==> src/rtl/rnd_pkg.sv <==
package rnd_pkg;
  typedef enum logic [1:0] {
    RM_NEAR_UP   = 2'd0,
    RM_NEAR_EVEN = 2'd1,
    RM_DOWN      = 2'd2,
    RM_ODD       = 2'd3
  } rnd_mode_e;
endpackage

==> src/rtl/rnd_mask_gen.sv <==
// Produces discard masks and one-hot selectors from the shift distance.
module rnd_mask_gen #(
  parameter int DATA_W  = 64,
  parameter int SHIFT_W = 7
) (
  input  logic [SHIFT_W-1:0] shift,
  output logic [DATA_W-1:0]  all_mask,   // bits below shift
  output logic [DATA_W-1:0]  low_mask,   // bits below shift-1
  output logic [DATA_W-1:0]  guard_sel,  // one-hot at shift-1
  output logic [DATA_W-1:0]  lsb_sel,    // one-hot at shift
  output logic               in_range    // 1 <= shift <= DATA_W
);
  for (genvar i = 0; i < DATA_W; i++) begin : g_bit
    assign all_mask[i]  = (shift > SHIFT_W'(i));
    assign low_mask[i]  = (shift > SHIFT_W'(i + 1));
    assign guard_sel[i] = (shift == SHIFT_W'(i + 1));
    assign lsb_sel[i]   = (shift == SHIFT_W'(i));
  end
  assign in_range = (shift != '0) && (shift <= SHIFT_W'(DATA_W));
endmodule

==> src/rtl/rnd_bit_pick.sv <==
// Reduces the operand through the masks to guard, retained and sticky terms.
module rnd_bit_pick #(
  parameter int DATA_W = 64
) (
  input  logic [DATA_W-1:0] value,
  input  logic [DATA_W-1:0] all_mask,
  input  logic [DATA_W-1:0] low_mask,
  input  logic [DATA_W-1:0] guard_sel,
  input  logic [DATA_W-1:0] lsb_sel,
  output logic              guard,
  output logic              kept_lsb,
  output logic              low_any,
  output logic              all_any
);
  assign guard    = |(value & guard_sel);
  assign kept_lsb = |(value & lsb_sel);
  assign low_any  = |(value & low_mask);
  assign all_any  = |(value & all_mask);
endmodule

==> src/rtl/rnd_decide.sv <==
// Combines the reduced terms according to the selected mode.
module rnd_decide
  import rnd_pkg::*;
(
  input  rnd_mode_e mode,
  input  logic      in_range,
  input  logic      guard,
  input  logic      kept_lsb,
  input  logic      low_any,
  input  logic      all_any,
  output logic      incr
);
  logic raw;
  always_comb begin
    unique case (mode)
      RM_NEAR_UP:   raw = guard;
      RM_NEAR_EVEN: raw = guard & (low_any | kept_lsb);
      RM_DOWN:      raw = 1'b0;
      RM_ODD:       raw = ~kept_lsb & all_any;
      default:      raw = 1'b0;
    endcase
  end
  assign incr = raw & in_range;
endmodule

==> src/rtl/rnd_incr_unit.sv <==
module rnd_incr_unit
  import rnd_pkg::*;
#(
  parameter int DATA_W  = 64,
  parameter int SHIFT_W = 7,
  parameter bit OUT_REG = 1'b1
) (
  input  logic               clk,
  input  logic               rst,
  input  logic               in_valid,
  input  logic [DATA_W-1:0]  in_value,
  input  logic [SHIFT_W-1:0] in_shift,
  input  logic [1:0]         in_mode,
  output logic               out_valid,
  output logic               out_round
);
  logic [DATA_W-1:0] all_mask, low_mask, guard_sel, lsb_sel;
  logic in_range, guard, kept_lsb, low_any, all_any, incr;

  rnd_mask_gen #(.DATA_W(DATA_W), .SHIFT_W(SHIFT_W)) u_mask (
    .shift(in_shift), .all_mask(all_mask), .low_mask(low_mask),
    .guard_sel(guard_sel), .lsb_sel(lsb_sel), .in_range(in_range)
  );

  rnd_bit_pick #(.DATA_W(DATA_W)) u_pick (
    .value(in_value), .all_mask(all_mask), .low_mask(low_mask),
    .guard_sel(guard_sel), .lsb_sel(lsb_sel), .guard(guard),
    .kept_lsb(kept_lsb), .low_any(low_any), .all_any(all_any)
  );

  rnd_decide u_dec (
    .mode(rnd_mode_e'(in_mode)), .in_range(in_range), .guard(guard),
    .kept_lsb(kept_lsb), .low_any(low_any), .all_any(all_any), .incr(incr)
  );

  if (OUT_REG) begin : g_reg
    always_ff @(posedge clk) begin
      if (rst) begin
        out_valid <= 1'b0;
        out_round <= 1'b0;
      end else begin
        out_valid <= in_valid;
        if (in_valid) out_round <= incr;
      end
    end
  end else begin : g_comb
    assign out_valid = in_valid;
    assign out_round = incr;
  end
endmodule

==> config.mk <==
export PLATFORM = sky130hd
export DESIGN_NAME = rnd_incr_unit
export DESIGN_NICKNAME = d
export VERILOG_FILES = /design/src/rtl/rnd_pkg.sv /design/src/rtl/rnd_mask_gen.sv /design/src/rtl/rnd_bit_pick.sv /design/src/rtl/rnd_decide.sv /design/src/rtl/rnd_incr_unit.sv
export SDC_FILE = /design/constraint.sdc
export NUM_CORES = 1
export LEC_CHECK = 0
export ABC_AREA = 1
export BUFFER_PORTS_ARGS = -buffer_cell sky130_fd_sc_hd__buf_2
export CORE_MARGIN = 4
export CORE_UTILIZATION = 39
export DETAILED_ROUTE_END_ITERATION = 10
export SETUP_SLACK_MARGIN = 0.15
export SYNTH_ARGS = -nofsm -noshare
export SYNTH_HDL_FRONTEND = slang
export SYNTH_HIERARCHICAL = 1
export SYNTH_SLANG_ARGS = --single-unit
==> constraint.sdc <==
create_clock -name clk -period 2.4 [get_ports clk]
set_input_delay 0.12 -clock clk [delete_from_list [all_inputs] [get_ports clk]]
set_output_delay 0.12 -clock clk [all_outputs]
set_load 0.02 [all_outputs]
# Word level (Yosys, flattened, before mapping)
# Cells that the tools add are included.
# totals
in_bits	76
register_bits	2
output_inout_bits	2
# op_classes
reduce_logical	8
muxes	1
n_eq_ne	67
order_cmp	66
bitwise	9
# op_table
op	n
AND 64 bit	4
OR reduction 64 bit	4
== test 7 x 6 -> 1 bit (second input constant)	32
greater-than comparator 7 x 6 -> 1 bit (second input constant)	32
== test 7 x 5 -> 1 bit (second input constant)	16
greater-than comparator 7 x 5 -> 1 bit (second input constant)	16
== test 7 x 4 -> 1 bit (second input constant)	8
greater-than comparator 7 x 4 -> 1 bit (second input constant)	8
== test 7 x 3 -> 1 bit (second input constant)	4
greater-than comparator 7 x 3 -> 1 bit (second input constant)	4
== test 7 x 2 -> 1 bit (second input constant)	2
greater-than comparator 7 x 1 -> 1 bit (second input constant)	2
greater-than comparator 7 x 2 -> 1 bit (second input constant)	2
== test 7 x 1 -> 1 bit (second input constant)	1
== test 7 bit (second input constant)	1
greater-than comparator 7 bit (second input constant)	1
<= comparator 7 bit (second input constant)	1
zero test 7 bit	1
nonzero test 7 bit	1
== test 2 bit (second input constant)	2
case mux 1 bit (4 select lines)	1
AND 1 bit	3
== test 2 x 1 -> 1 bit (second input constant)	1
zero test 2 bit	1
other kinds (3)	3

# Depth between registers and ports, before layout
# logic_depth
depth_word	7
depth_mapped	24

# By module
# Netlist, hierarchy kept.
# modules_own_cells
module	seq_area_each_um2	instances	area_per_inst_um2	cells_per_inst
rnd_mask_gen	0.0	1	1889.3	340
rnd_bit_pick	0.0	1	1886.8	476
rnd_incr_unit	40.0	1	72.6	10
rnd_decide	0.0	1	42.5	9

# Least setup slack after synthesis
# OpenSTA, ideal clock, no wires.
# synth_path
path_type	input to register
from	in in_shift[3]
to	reg out_round
n_path_buf	2
setup_time_ns	0.114
t_arrival_ns	1.808
cell_stages	22
path_slack_ns	0.478
t_required_ns	2.286
path_cell_list	buf_2 inv_1 nand2_1 o21ai_2 o21ai_0 buf_4 nand2_1 nand2_1 inv_1 nand2_1 nor2_1 nand2_1 nor2_1 nand2_1 inv_1 nand3_1 nand2_1 a21oi_2 inv_1 nand2_1 nand2_1 nor2_2
# synth_via
elab_chain_cells	7
# synth_rtl
element	line	text
from (decl)	rnd_incr_unit.sv:12	input logic [SHIFT_W-1:0] in_shift,
greater-than comparator 7 x 6 -> 1 bit	rnd_mask_gen.sv:14	assign all_mask[i] = (shift > SHIFT_W'(i));
named net all_mask[33]	rnd_incr_unit.sv:17	logic [DATA_W-1:0] all_mask, low_mask, guard_sel, lsb_sel;
AND 64 bit	rnd_bit_pick.sv:17	assign low_any = |(value & low_mask);
OR reduction 64 bit	rnd_bit_pick.sv:17	
named net low_any	rnd_incr_unit.sv:18	logic in_range, guard, kept_lsb, low_any, all_any, incr;
OR 1 bit	rnd_decide.sv:17	RM_NEAR_EVEN: raw = guard & (low_any | kept_lsb);
AND 1 bit	rnd_decide.sv:17	
case mux 1 bit (4 select lines)	rnd_decide.sv:15	unique case (mode)
AND 1 bit	rnd_decide.sv:23	assign incr = raw & in_range;
named net incr	rnd_incr_unit.sv:18	
to (signal assigned)	rnd_incr_unit.sv:43	if (in_valid) out_round <= incr;
to (decl)	rnd_incr_unit.sv:15	output logic out_round
# The timed path passes the listed nets, and every way through them passes these cells.
# A chain may end at the register's enable or synchronous reset.

# Worst setup path after layout
# layout_path
from	in in_shift[6]
to	reg out_round
# layout_via
elab_chain_cells	7
# layout_rtl
element	line	text
== test 7 x 4 -> 1 bit (*)	rnd_mask_gen.sv:16	assign guard_sel[i] = (shift == SHIFT_W'(i + 1));
named net guard_sel[9]	rnd_incr_unit.sv:17	
AND 64 bit (*)	rnd_bit_pick.sv:16	assign kept_lsb = |(value & lsb_sel);
OR reduction 64 bit (*)	rnd_bit_pick.sv:16	
named net kept_lsb	rnd_incr_unit.sv:18	
OR 1 bit / inverter 1 bit (equally long branches)	rnd_decide.sv:17, rnd_decide.sv:19	
AND 1 bit, on equally long branches	rnd_decide.sv:17, rnd_decide.sv:19	
case mux 1 bit (4 select lines) (*)	rnd_decide.sv:15	
AND 1 bit (*)	rnd_decide.sv:23	
named net incr	rnd_incr_unit.sv:18	
# The timed path passes the listed nets; every way through them passes the cells marked *.

==> impl_metrics.ini <==
[setup_path]
crit_required_ns = 2.55
r2r_slack_ns = 1.83
worst_setup_path_start_kind = primary input
cp_slowest_cell = buf_2
cp_common_cell = nand2_1
crit_chain = buf_2, nor2_8, buf_4, nand2_1, nor2_2, nand2_1, nand4_1, nor2_1, nand2_1, nor2_1, nand2_1, inv_1, nand4_1, a21oi_2, inv_1, nand2_1, nand2_1, nor2_2
crit_fanout = 11
path_class = primary input to flop
critPathMaxStageDelay_ns = 0.32
end_kind = flop
r2r-start = out_round$_SDFFE_PP0P_
regToRegEndpoint = out_round$_SDFFE_PP0P_
cp_data_arrival_time_ns = 2.25
worstRegToRegCells = 2

[floorplan]
start_util_pct = 40.0
die_h_um = 108
io_pins = 78
core_region_area_um2 = 9730
dieArea_um2 = 11600
fp-row-count = 36
die_w_um = 108

[logic_synthesis]
synth_mux_area_share_pct = 0
synthesis.nets = 911
syn_area_um2 = 3890
synth_cell_types = 20
synth_compound_area_share_pct = 5.72
post_synth_and_or_nand_nor_area_fraction_pct = 60.2
synth-seq-cells = 2
ys_seq_area_share_pct = 1.03
synthCells = 835
synthAdderAreaFrac_pct = 0
synth_xor_area_share_pct = 0
synth_top_family_by_area = simple AND/OR/NAND/NOR gates
syn_area_per_cell_um2 = 4.66
yosys_warnings = 6

[min_path]
hold_start = rst
hold_path_class = primary input to flop
whs_path_depth = 2
holdPathEnd = out_valid$_SDFF_PP0_

[cts]
htree_levels = 1
clk_pin_slew_ns = 0.03
root_buffer = clkbuf_8
clock-sinks = 2
cts_buffers = 3
clk_path_buf_depth = 2
clk_latency_ns = 0.21
cts_hold_buffers = 0
cts_tree = yes

[layout]
register_area_um2 = 40.0
fillers = 1243
drive_gt1_share_pct = 17.0
mostFrequentLayoutCells = 395 x nand2_1, 118 x nor2_1, 77 x buf_2, 73 x inv_1, 41 x nand4_1
multi_input_area_um2 = 2580
nets = 896
layout.cells.most_common = nand2_1
diodes = 0
syn2layout_area_growth_pct = -2.70

[drt]
wl_per_cell_um = 15.1
drtIter0Drc = 428
drt-total-wl_um = 14400
via_per_inst = 5.12
first_pass_iters = 5
vias = 4870
antenna_left = 0
drc = 0

[place]
detailedPlace.worstSlack_ns = 0.0212
hpwl_um = 12400
place_congestion = 1.02
port_buffers = 77

[sta]
fin_worst_skew_ns = 0
finalHoldViolations = 0
final_max_slew_viol_count = 0
slew-limit-headroom_pct = 66.1
max_clock_freq_ghz = 0.477
worstMarginPinSlew_ns = 0.504
hold_ws_ns = 0.0859
timing.final.crit_share_pct = 87.3
fin_tns_setup_ns = 0
rsz0062_at_grt = no
setup_viol = 0
fin_ws_ns = 0.305
fin_crit_ns = 2.10

[pwr]
peakVddDrop_v = 0.000178
leakagePower_uw = 0.00213
p_per_area_nw_per_um2 = 176

[grt]
gr-total-overflow = 0
grt_max_degree = 12
grt_pass1_vias = 4330
antenna_found_initial = 0
grt_util_all_layers_pct = 23.9
grt_pass1_wl_um = 21900

[run_status]
status = finished, final reports clean

[job]
maxCapViolCount = 0
==> cells by family after synthesis <==
kind of cell,after synthesis
simple gates,578
buf+inv,212
compound gates,43
flops,2
==> report_power, final <==
| group | internal [uW] | switching [uW] |
|---|---|---|
| combinational | 170 | 328 |
| clock | 106 | 26.8 |
| sequential | 35.6 | 0.591 |
==> synth_stat cells, drive strengths merged <==
cell type / count / area [um2]
nand2: 401 / 1520
buf: 133 / 990
nor2: 126 / 518
inv: 78 / 293
nand4: 41 / 257
o21ai: 41 / 209
nor3: 6 / 30.0
nand3: 4 / 20.0
a21oi: 2 / 13.8
dfxtp: 2 / 40.0
clkbuf: 1 / 3.75
==> area by class of cell <==
type	instances	share of cell area, %
multi-input cells	621	68.2
repair buffers	114	17.5
inverters	78	7.73
well taps	133	4.40
clock buffers	3	1.09
flip-flops and latches	2	1.06
==> repair_timing <==
item                                    in CTS  in global routing
endpoints found under the hold margin        0                  0
endpoints found under the setup margin       0                  1
buffers inserted                             0                  1
resized for setup                            0                  8
==> worst max path at each step <==
stage	to	startpoint	slack (ns)
after floorplan	out_round$_SDFFE_PP0P_	in_shift[3]	0.48
after global placement	out_round$_SDFFE_PP0P_	in_shift[4]	0.06
after detailed placement	out_round$_SDFFE_PP0P_	in_shift[4]	0.02
after CTS	out_round$_SDFFE_PP0P_	in_shift[4]	0.23
after global routing	out_round$_SDFFE_PP0P_	in_shift[4]	0.14
final	out_round$_SDFFE_PP0P_	in_shift[6]	0.30
==> critical path: cells and delay by family <==
kind / cells / cell delay [ns]
simple gates: 13 / 1.36
buf+inv: 4 / 0.61
compound gates: 1 / 0.15
==> per-layer routing <==
layer  vias up  GRT usage [%]  routed length (um)
met2       279           37.8                6270
met3        45           2.64                1470
met4         0           9.20                 480
met5         -              0                   0
met1      2137           33.0                6180
li1       2409              -                   -
==> stage by stage <==
step                util, %  total power [uW]  std cells  area, um2
detailed placement     38.2               515        947       3720
global route           38.9               724        951       3790
CTS                    38.7               653        950       3760
floorplan                 -               368        835       3890
finish                 38.9               667        951       3790
global placement       38.2               520        947       3720
==> state kept, by name, summed over array words and instances, names as in the netlist <==
signal,count
out_valid,1
out_round,1
No activity file was read; power rests on OpenSTA's default activity.
